<file path="src/rtl/tmr_pkg.sv">
`timescale 1ns/1ps
package tmr_pkg;

    // Edge select encoding shared by external clock and capture pins
    localparam logic [1:0] EDGE_RISE = 2'b00;
    localparam logic [1:0] EDGE_FALL = 2'b01;

    // Clear select value meaning free-running operation
    localparam logic [2:0] CLR_NONE = 3'd0;

    function automatic logic edge_hit(input logic rise, input logic fall, input logic [1:0] sel);
        logic hit;
        case (sel)
            EDGE_RISE: hit = rise;
            EDGE_FALL: hit = fall;
            default:   hit = rise | fall;
        endcase
        return hit;
    endfunction

endpackage

</file>
<file path="src/rtl/tmr_prescale.sv">
`timescale 1ns/1ps
module tmr_prescale #(
    parameter int STEP_LOG2 = 2,
    parameter int NUM_RATIO = 4
) (
    input  logic                 clk_i,
    input  logic                 rst_ni,
    output logic [NUM_RATIO-1:0] en_o
);
    localparam int PRE_W = STEP_LOG2 * (NUM_RATIO - 1);

    logic [PRE_W-1:0] pre_d, pre_q;

    always_comb begin
        pre_d = pre_q + PRE_W'(1);
    end

    always_ff @(posedge clk_i) begin
        if (!rst_ni) pre_q <= '0;
        else         pre_q <= pre_d;
    end

    // Ratio r fires once every 2**(r*STEP_LOG2) cycles
    assign en_o[0] = 1'b1;
    for (genvar r = 1; r < NUM_RATIO; r++) begin : g_ratio
        assign en_o[r] = &pre_q[r*STEP_LOG2-1:0];
    end

endmodule

</file>
<file path="src/rtl/tmr_edge_sync.sv">
`timescale 1ns/1ps
module tmr_edge_sync #(
    parameter int LANES = 1
) (
    input  logic             clk_i,
    input  logic             rst_ni,
    input  logic [LANES-1:0] pin_i,
    output logic [LANES-1:0] rise_o,
    output logic [LANES-1:0] fall_o
);
    typedef struct packed {
        logic [LANES-1:0] s1;
        logic [LANES-1:0] s2;
        logic [LANES-1:0] prev;
    } sync_t;

    sync_t st_d, st_q;

    always_comb begin
        st_d.s1   = pin_i;
        st_d.s2   = st_q.s1;
        st_d.prev = st_q.s2;
    end

    always_ff @(posedge clk_i) begin
        if (!rst_ni) st_q <= '0;
        else         st_q <= st_d;
    end

    for (genvar l = 0; l < LANES; l++) begin : g_lane
        assign rise_o[l] =  st_q.s2[l] & ~st_q.prev[l];
        assign fall_o[l] = ~st_q.s2[l] &  st_q.prev[l];
    end

endmodule

</file>
<file path="src/rtl/tmr_channel.sv">
`timescale 1ns/1ps
module tmr_channel #(
    parameter int CNT_W     = 16,
    parameter int NUM_GR    = 4,
    parameter int STEP_LOG2 = 2,
    parameter int NUM_RATIO = 4
) (
    input  logic                    clk_i,
    input  logic                    rst_ni,
    input  logic                    start_i,
    input  logic [2:0]              clk_sel_i,
    input  logic [1:0]              clk_edge_i,
    input  logic [2:0]              clr_sel_i,
    input  logic                    ext_clk_i,
    input  logic [NUM_GR-1:0]       cap_mode_i,
    input  logic [1:0]              cap_edge_i,
    input  logic [NUM_GR-1:0]       cap_in_i,
    input  logic [NUM_GR-1:0]       gr_wr_i,
    input  logic [CNT_W-1:0]        gr_wdata_i,
    output logic [CNT_W-1:0]        cnt_o,
    output logic [NUM_GR*CNT_W-1:0] gr_o,
    output logic [NUM_GR-1:0]       match_o,
    output logic [NUM_GR-1:0]       capture_o,
    output logic                    ovf_o
);
    import tmr_pkg::*;

    localparam logic [CNT_W-1:0] CNT_MAX = '1;

    typedef struct packed {
        logic [CNT_W-1:0]             cnt;
        logic                         ovf;
        logic [NUM_GR-1:0]            match;
        logic [NUM_GR-1:0]            cap;
        logic [NUM_GR-1:0][CNT_W-1:0] gr;
    } state_t;

    state_t st_d, st_q;

    logic [NUM_RATIO-1:0] pre_en;
    logic                 ext_rise, ext_fall;
    logic [NUM_GR-1:0]    cap_rise, cap_fall;

    tmr_prescale #(
        .STEP_LOG2(STEP_LOG2),
        .NUM_RATIO(NUM_RATIO)
    ) prescale_i (
        .clk_i (clk_i),
        .rst_ni(rst_ni),
        .en_o  (pre_en)
    );

    tmr_edge_sync #(.LANES(1)) ext_sync_i (
        .clk_i (clk_i),
        .rst_ni(rst_ni),
        .pin_i (ext_clk_i),
        .rise_o(ext_rise),
        .fall_o(ext_fall)
    );

    tmr_edge_sync #(.LANES(NUM_GR)) cap_sync_i (
        .clk_i (clk_i),
        .rst_ni(rst_ni),
        .pin_i (cap_in_i),
        .rise_o(cap_rise),
        .fall_o(cap_fall)
    );

    logic src_ev;
    logic tick;
    logic clr_hit;
    logic cap_hit;

    always_comb begin
        st_d = st_q;

        // Clock source: internal ratios below NUM_RATIO, external pin above
        src_ev = edge_hit(ext_rise, ext_fall, clk_edge_i);
        for (int r = 0; r < NUM_RATIO; r++) begin
            if (int'(clk_sel_i) == r) src_ev = pre_en[r];
        end
        tick = start_i & src_ev;

        // Clearing register must be in compare mode and equal to the counter
        clr_hit = 1'b0;
        for (int i = 0; i < NUM_GR; i++) begin
            if (clr_sel_i != CLR_NONE && int'(clr_sel_i) == i + 1 &&
                !cap_mode_i[i] && st_q.cnt == st_q.gr[i]) begin
                clr_hit = 1'b1;
            end
        end

        if (tick) st_d.cnt = clr_hit ? '0 : st_q.cnt + CNT_W'(1);
        st_d.ovf = tick & ~clr_hit & (st_q.cnt == CNT_MAX);

        for (int i = 0; i < NUM_GR; i++) begin
            cap_hit       = cap_mode_i[i] & edge_hit(cap_rise[i], cap_fall[i], cap_edge_i);
            st_d.match[i] = tick & ~cap_mode_i[i] & (st_q.cnt == st_q.gr[i]);
            st_d.cap[i]   = cap_hit & ~gr_wr_i[i];
            if (gr_wr_i[i])   st_d.gr[i] = gr_wdata_i;
            else if (cap_hit) st_d.gr[i] = st_q.cnt;
        end
    end

    always_ff @(posedge clk_i) begin
        if (!rst_ni) st_q <= '0;
        else         st_q <= st_d;
    end

    assign cnt_o     = st_q.cnt;
    assign gr_o      = st_q.gr;
    assign match_o   = st_q.match;
    assign capture_o = st_q.cap;
    assign ovf_o     = st_q.ovf;

endmodule

</file>
<file path="config.mk">
export PLATFORM = sky130hd
export DESIGN_NAME = tmr_channel
export DESIGN_NICKNAME = d
export VERILOG_FILES = /design/src/rtl/tmr_pkg.sv /design/src/rtl/tmr_prescale.sv /design/src/rtl/tmr_edge_sync.sv /design/src/rtl/tmr_channel.sv
export SDC_FILE = /design/constraint.sdc
export NUM_CORES = 1
export LEC_CHECK = 0
export CAP_MARGIN = 30
export CORE_AREA = 3 3 112 114
export DETAILED_ROUTE_END_ITERATION = 6
export DIE_AREA = 0 0 115 117
export DONT_BUFFER_PORTS = 1
export GPL_TIMING_DRIVEN = 0
export PLACE_DENSITY = 0.69
export SYNTH_ARGS = -nofsm -noshare
export SYNTH_HDL_FRONTEND = slang
export SYNTH_SLANG_ARGS = --single-unit
</file>
<file path="constraint.sdc">
create_clock -name clk_i -period 2.1 [get_ports clk_i]
set_clock_uncertainty 0.2 [all_clocks]
set_input_delay 0.21 -clock clk_i [delete_from_list [all_inputs] [get_ports clk_i]]
set_output_delay 0.21 -clock clk_i [all_outputs]
set_load 0.02 [all_outputs]
</file>
; ---- Word-level counts from Yosys, hierarchy flattened
; Cells that the tools add are included.
[totals]
wordCells = 133
regBits = 110
[op_classes]
n_eq_ne = 14
addsub = 2
reduce_logical = 27
bitwise_logic = 53
n_mux = 22
[ops]
columns = cell, count
row1 = 2-to-1 mux 16 bit, 9
row2 = equality test 16 bit, 4
row3 = AND 1 bit, 29
row4 = NOT 1 bit, 19
row5 = "adder 16 x 1 -> 16 bit, second input constant", 1
row6 = "equality test 16 bit, second input constant", 1
row7 = "equality test 3 bit, second input constant", 5
row8 = logical AND 1 bit, 12
row9 = case mux 1 bit (2 select lines), 5
row10 = 2-to-1 mux 1 bit, 8
row11 = nonzero test 2 bit, 4
row12 = "adder 6 x 1 -> 6 bit, second input constant", 1
row13 = "equality test 3 x 2 -> 1 bit, second input constant", 2
row14 = AND reduction 6 bit, 1
row15 = bitwise OR 1 bit, 5
row16 = "equality test 2 x 1 -> 1 bit, second input constant", 2
row17 = logical NOT 1 bit, 4
row18 = logical NOT 2 bit, 2
row19 = AND reduction 4 bit, 1
row20 = logical NOT 3 bit, 1
row21 = nonzero test 3 bit, 1
row22 = AND reduction 2 bit, 1

; ---- Logic depth before layout (Yosys ltp)
; Gate-level depths: netlist of the first run.
[logic_depth]
ltp_word = 11
depth_mapped = 11
ltp_nobuf = 9

; ---- Cells and area by module
; A second synthesis of the first run with hierarchy kept.
[hier_totals]
cells_unflattened = 654
area_unflattened_um2 = 5973.2
[modules_own_cells]
columns = module, instances, area_each_um2, cells_per_inst
row1 = tmr_channel, 1, 5247.5, 588
row2 = tmr_edge_sync at cap_sync_i, 1, 386.6, 33
row3 = tmr_prescale, 1, 247.7, 25
row4 = tmr_edge_sync at ext_sync_i, 1, 91.3, 8

; ---- Worst setup path after synthesis of the first run
; No wires, ideal clock.
[synth_path]
path_kind = reg2reg
startpoint = register st_q, in the netlist cnt_o[8]
endpoint = register st_q, in the netlist cnt_o[11]
path_buffers = 2
setup_ps = 116
stages_incl_launch_ff = 10
period_less_slack_ps = 2426
path_slack_ps = -326
t_arrival_ps = 2110
path_cell_list = dfxtp_1 clkbuf_1 xnor2_1 nand4_1 or3_1 or3_1 nand4b_2 buf_4 a21oi_1 a31o_2
[synth_between]
elab_chain_cells = 7
elab_cells_between_ends = 14
[synth_lines]
columns = element, line
row1 = "start, declared", tmr_channel.sv:38  ; state_t st_d, st_q;
row2 = "start signal, assigned", tmr_channel.sv:107  ; else st_q <= st_d;
row3 = equality test 16 bit, tmr_channel.sv:88  ; !cap_mode_i[i] && st_q.cnt == st_q.gr[i]) begin
row4 = logical AND 1 bit, tmr_channel.sv:88
row5 = 2-to-1 mux 1 bit (4 in a row), tmr_channel.sv:87  ; if (clr_sel_i != CLR_NONE && int'(clr_sel_i) == i + 1 &&
row6 = 2-to-1 mux 16 bit (*), tmr_channel.sv:93  ; if (tick) st_d.cnt = clr_hit ? '0 : st_q.cnt + CNT_W'(1);
; Mark *: on every way between the ends. The rest lies on a longest branch, timed or not.
; A chain may end at the register's enable or synchronous reset.

; ---- Worst setup path after layout of the first run
[layout_path]
startpoint = register st_q, in the netlist cnt_o[3]
endpoint = register st_q, in the netlist cnt_o[14]
; The elaborated chain is that of the path after synthesis.

==> flow_summary_export.csv, run 1 <==
group,metric,value,unit
status,outcome,"complete, but fails checks",
status,violations,"setup timing",
floorplanning,die_w,115,um
worst_setup_path,crit_arrival,2.55,ns
synthesis,yosysTopAreaCellShare,37.92,%
worst_setup_path,ff2ff_path_depth,8,
drt,routedWlPerCell,22.54,um
sta,setup_ws,-0.3869,ns
placement,hpwl,14490,um
worst_setup_path,endpoint,"cnt_o[14]",
worst_hold_path,holdPathStages,4,
sta,hold_viol,0,
layout,stdcell_area,0.007750,mm^2
worst_setup_path,critical_path_class,"flop to flop",
global_route,grtUsageTotal,29.73,%
clocking,clk_latency,0.36,ns
sta,max-slew-margin-rel,51.26,%
worst_setup_path,r2r_slack,-0.39,ns
global_route,grt_max_degree,18,
drt,wl_met3,2506,um
clocking,cts.sinks,110,
synthesis,ys_seq_area_share,37.92,%
clocking,clkSlewWorstSetupHoldPaths,0.08,ns
worst_setup_path,critPathMaxFanout,5,
layout,syn_to_final_growth,33.46,%
worst_setup_path,cp-startpoint,"cnt_o[3]",
placement,placed_cell_area,0.006087,mm^2
worst_setup_path,start_kind,"flop",
sta,slew_viol_final,0,
sta,min_period,2.487,ns
clocking,clockBufferDepth,2,
layout,drive_above_1_share,26.99,%
drt,ant_nets,0,
clocking,cts_root_buffer,"clkbuf_16",
layout,multi_input_area,0.003747,mm^2
worst_hold_path,holdCritPathClass,"primary input to flop",
sta,whs,0.04443,ns
drt,drc,0,
floorplanning,die_area,0.01346,mm^2
drt,route.met2.wl,9888,um
synthesis,synth.avg_cell_area,8.190,um^2
synthesis,synth_cell_type_count,40,
clocking,cts_tree,"built",
clocking,cts_buffers,9,
global_route,grt_pass1_wl,30320,um
layout,seqCellArea,0.002283,mm^2
sta,timing.fmax,402.1,MHz
global_route,grt_antenna_before_repair,3,
global_route,grt_pass1_vias,5307,
power_and_ir_drop,peakVddDrop,0.3731,mV
floorplanning,rows,39,
drt,met1_length,7936,um
drt,route.vias.total,5706,
synthesis,syn_inst,709,
placement,dp_slack,-0.8092,ns
drt,topRoutingLayerUsed,"met4",
drt,via_per_inst,6.070,
floorplanning,core-area,0.01152,mm^2
drt,first_pass_iters,6,
placement,port_buffers,0,
synthesis,ys_ff_latch,110,
power_and_ir_drop,cellPowerDensity,669.8,mW/mm^2
sta,finalCritPeriodShare,118.4,%
clocking,htree_levels,3,
power_and_ir_drop,p_leak,3.386,nW
flow_run,maxCapViolCount,0,
synthesis,ys.flop_type,"dfxtp_1",
worst_setup_path,rr_startpoint,"cnt_o[3]",
floorplanning,io_pins,131,
sta,worstMarginPinSlew,0.7312,ns
synthesis,synth_nets,763,
floorplanning,initial_utilization,50.42,%
worst_setup_path,critPathRequiredTime,2.16,ns
floorplanning,chipHeight,117,um
synthesis,netlist.top_cell.by_area,"dfxtp_1",
synthesis,syn-cell-area,0.005807,mm^2
placement,gp_congestion,0.9204,
worst_setup_path,rr_endpoint,"cnt_o[14]",
synthesis,yosysWarningCount,0,
sta,setup_viol,49,
layout,nets,842,
drt,drt-initial-drc-count,648,
sta,rsz0062_at_grt,"true",
worst_setup_path,critPathCaptureType,"flop",
synthesis,async_flop_share,0,%
synthesis,synthTopCellsByArea,"dfxtp_1 38%, mux2i_1 10%, nor2_1 9.5%",
drt,routed_wl,21190,um
global_route,overflow,0,
layout,final.fill_count,864,
synthesis,synth-edff-count,0,
-- worst min-delay path by stage --
| stage | startpoint | endpoint | slack [ns] |
|---|---|---|---|
| 3_5_place_dp | cap_in_i[2] | cap_sync_i.st_d[6] | 0.14 |
| 4_1_cts | clr_sel_i[0] | ovf_o | 0.03 |
| 5_1_grt | start_i | cnt_o[2] | 0.06 |
| 6_report | clr_sel_i[0] | ovf_o | 0.04 |
| 2_1_floorplan | cap_in_i[0] | cap_sync_i.st_d[4] | 0.14 |
| 3_3_place_gp | cap_in_i[0] | cap_sync_i.st_d[4] | 0.14 |
-- layout make-up --
class,count,area share (%)
flip-flops and latches,110,29.46
inverters,14,0.6781
well taps,143,2.309
multi-input cells,524,48.35
plain buffers,62,6.216
diodes,4,0.1292
clock buffers,10,2.954
repair buffers,67,9.122
clock inverters,6,0.7749
-- synthesized netlist by cell type, types with 12 or more instances --
| cell | n |
|---|---|
| a21oi_1 | 82 |
| and2_1 | 12 |
| buf_2 | 24 |
| clkbuf_1 | 37 |
| dfxtp_1 | 110 |
| ha_1 | 12 |
| inv_1 | 13 |
| mux2i_1 | 60 |
| nand2_1 | 23 |
| nand3_1 | 22 |
| nor2_1 | 147 |
| nor3_1 | 15 |
| xnor2_1 | 29 |
| xor2_1 | 39 |
-- logic make-up (layout without fill, tap and decap cells) --
kind of cell,after synthesis,in the layout,synth area share [%]
and+or+nand+nor,274,275,22.22
buffers and inverters,76,159,5.495
xor gates and xnor gates,68,68,10.26
AOI/OAI and AO/OA,104,104,10.21
muxes,65,65,11.31
adders and majority gates,12,12,2.586
other,0,4,0
DFF,110,110,37.92
-- layer usage --
metal,vias to the layer above,track usage [%]
met5,-,0
met4,0,12.52
met2,372,49.07
met1,2680,36.11
li1,2577,-
met3,77,9.049
-- flip-flops by register name, indices dropped and copies added (netlist names) --
signal            flops
cap_sync_i.st_d       8
cap_sync_i.st_q       4
capture_o             4
cnt_o                16
ext_sync_i.st_d       2
ext_sync_i.st_q       1
gr_o                 64
match_o               4
ovf_o                 1
prescale_i.pre_q      6
-- layout by cell type, fill, tap and decap left out, types with 5 or more instances in the layout --
master / n
ha_2: 5
a31o_2: 10
or4_1: 7
and2_1: 12
xnor2_2: 5
inv_1: 5
xnor2_1: 24
nor2_1: 143
or3_1: 6
dlygate4sd3_1: 26
buf_12: 5
a21oi_2: 14
inv_2: 9
buf_6: 16
mux2i_1: 59
nor3_1: 10
clkbuf_1: 31
clkbuf_16: 12
or3_4: 5
nand4_1: 10
dfxtp_2: 17
dfxtp_1: 77
buf_4: 35
nand2_1: 22
buf_8: 10
a21oi_1: 69
nand3_1: 17
xor2_1: 35
dfxtp_4: 16
-- metrics by stage --
step | std cells | power (W) | util (%) | setup TNS [ns]
after detailed placement | 852 | 0.003153 | 52.86 | -18.80
after floorplan | 709 | 0.002943 | - | -0.9281
after global placement | 852 | 0.003138 | 52.86 | -17.41
after global routing | 939 | 0.005341 | 67.28 | -13.40
final | 940 | 0.005191 | 67.30 | -7.598
after CTS | 915 | 0.005017 | 61.45 | -4.918
-- critical path, cell delays in order, from the launching register on --
cell,delay (ns)
dfxtp_4,0.41
xnor2_2,0.22
nand4_1,0.17
or3_4,0.42
or3_4,0.40
nand4b_4,0.15
buf_6,0.15
a21oi_1,0.04
a31o_2,0.21
-- where the power goes --
group,internal [W],leakage (nW),switching (W)
clock,0.000925,0.143,0.000832
combinational,0.000459,2.32,0.000545
sequential,0.00218,0.922,0.000247
total,0.00357,3.39,0.00162
-- repair_timing --
item                                    CTS  global route
cloned                                    3             3
endpoints found under the setup margin   63            85
hold buffers                             26             0
setup buffers                            18            18
hold endpoints to repair                 75             0
gates resized for setup                  73           117
pin swaps                                18            47
Power figures use the tool's default switching activity.
==> run 2, diff against run 1 <==
- CELL_PAD_IN_SITES_DETAIL_PLACEMENT: default -> 0
- CELL_PAD_IN_SITES_GLOBAL_PLACEMENT: default -> 1
- CORE_AREA: 3 3 112 114 -> 3 3 122 124
- DIE_AREA: 0 0 115 117 -> 0 0 125 127
- PLACE_DENSITY: 0.69 -> 0.77
==> run 2 against run 1 <==
Compared with the run above:
- the run still ends with setup timing left
- combinational power barely moved
- die area rose by 18%
- critical path depth did not move
- fmax rose by 3.7%
- clock power rose by 3%
- sequential power barely moved
- power rose by 0.40%
- flip-flop and latch count did not move
- cell count rose by 3.3%
- global-route usage fell by 4.7 points
==> flow_summary_export.csv, run 2 (synthesis results as in run 1) <==
group,metric,value,unit
floorplanning,die_w,125,um
sta,slew_viol_final,0,
power_and_ir_drop,clkPwrFrac,34.7,%
sta,rsz0062_at_grt,"true",
worst_hold_path,holdCritPathClass,"primary input to flop",
drt,via_per_inst,5.600,
sta,hold_viol,0,
global_route,grt_antenna_before_repair,0,
clocking,htree_levels,3,
floorplanning,die_area,0.01588,mm^2
sta,setup_viol,25,
layout,syn_to_final_growth,33.48,%
power_and_ir_drop,power_frac_comb,18.6,%
layout,nets,840,
worst_setup_path,critical_path_class,"flop to flop",
power_and_ir_drop,peakVddDrop,0.4251,mV
global_route,grt_pass1_vias,5259,
placement,dp_cells,889,
floorplanning,initial_utilization,41.83,%
status,violations,"setup timing",
flow_run,maxCapViolCount,0,
sta,min_period,2.398,ns
floorplanning,rows,43,
floorplanning,io_pins,131,
drt,route.vias.total,5438,
clocking,cts_buffers,9,
power_and_ir_drop,p_int,0.003638,W
clocking,clkSlewWorstSetupHoldPaths,0.08,ns
clocking,cts_root_buffer,"clkbuf_16",
layout,final_common_cell,"nor2_1",
global_route,grt_pass1_wl,30770,um
worst_setup_path,crit_arrival,2.50,ns
sta,whs,0.04669,ns
worst_setup_path,start_kind,"flop",
worst_setup_path,critPathMaxFanout,5,
clocking,cts_tree,"built",
floorplanning,chipHeight,127,um
floorplanning,core-area,0.01388,mm^2
layout,stdcell_count,971,
drt,routed_wl,20440,um
layout,final_cell_mix,"145 x nor2_1, 79 x dfxtp_1, 70 x a21oi_1",
power_and_ir_drop,cellPowerDensity,672.4,mW/mm^2
global_route,grt_max_degree,18,
drt,drt-initial-drc-count,527,
layout,largest_register_ffs,64,
power_and_ir_drop,pwr-share-seq,46.6,%
worst_setup_path,critPathCaptureType,"flop",
drt,first_pass_iters,5,
status,outcome,"complete, but fails checks",
drt,ant_nets,0,
global_route,grtUsageTotal,24.99,%
sta,max-slew-margin-rel,56.15,%
placement,port_buffers,0,
clocking,cts.sinks,110,
layout,n_antenna_cell,0,
sta,setup_ws,-0.2975,ns
placement,hpwl,14980,um
layout,drive_above_1_share,26.80,%
clocking,clk_latency,0.37,ns
sta,timing.fmax,417.1,MHz
drt,drc,0,
worst_setup_path,critPathRequiredTime,2.20,ns
placement,gp_congestion,0.8806,
power_and_ir_drop,swShare,30.20,%
power_and_ir_drop,power.switching,0.001574,W
sta,worstMarginPinSlew,0.6578,ns
sta,finalCritPeriodShare,114.2,%
global_route,overflow,0,
clocking,clockBufferDepth,2,
drt,routedWlPerCell,21.05,um
power_and_ir_drop,p_leak,3.333,nW
[run 2: power groups by stage]
stage	clock [W]	combinational, W	sequential [W]
final	0.00181	0.000970	0.00243
after global placement	0	0.000677	0.00247
after CTS	0.00182	0.000900	0.00243
after floorplan	0	0.000522	0.00242
after detailed placement	0	0.000686	0.00247
after global routing	0.00191	0.00105	0.00244
[run 2: metrics by stage]
stage          total power [W]  utilization, %  setup TNS, ns  cell area, um^2  setup slack (ns)
3_3_place_gp          0.003147           44.19         -18.48             6133           -0.7743
2_1_floorplan         0.002943               -        -0.9281             5908           -0.1258
3_5_place_dp          0.003158           44.19         -19.19             6133           -0.7659
6_report              0.005212           55.84         -4.545             7751           -0.2975
5_1_grt               0.005407           55.84         -11.06             7751           -0.3563
4_1_cts               0.005150           53.34         -4.913             7403           -0.3009
[run 2: critical path, stage by stage, from the launching register on]
cell     delay, ns
dfxtp_4       0.45
ha_4          0.16
and3_2        0.23
nand3_4       0.12
nor4_4        0.31
nand3_2       0.14
or4_1         0.46
a21oi_2       0.16
a31o_2        0.11
[run 2: path summary, 6_finish.rpt]
path | start | to | slack [ns] | depth (start not counted)
worst min-delay path | gr_wr_i[2] | gr_o[47] | 0.05 | 4
worst max-delay path | cnt_o[0] | cnt_o[14] | -0.30 | 8
worst max register to register | cnt_o[0] | cnt_o[14] | -0.30 | 8
worst min register to register | prescale_i.pre_q[0] | prescale_i.pre_q[0] | 0.22 | 1
[run 2: what timing repair did]
action                     in CTS  in global routing
cloned                          4                  1
hold buffers                   26                  0
pin swaps                      26                 33
hold endpoints to repair       76                  0
buffers inserted               26                 12
setup endpoints to repair      68                 85
resized for setup             110                 74
[run 2: layout make-up]
cell class / count / area [um^2]
plain buffers: 62 / 494.2
clock buffers: 11 / 254.0
clock inverters: 5 / 56.30
fillers: 1271 / 6130
inverters: 14 / 52.55
multi-input cells: 523 / 3710
flip-flops and latches: 110 / 2281
well taps: 180 / 225.2
repair buffers: 66 / 678.2
[run 2: layer usage]
layer / global-route usage, % / up-vias / share of wire [%]
met5: 0 / - / 0
met4: 7.143 / 0 / 1.9
met3: 7.651 / 33 / 9.5
met2: 41.98 / 232 / 48
met1: 31.23 / 2611 / 41
li1: - / 2562 / -
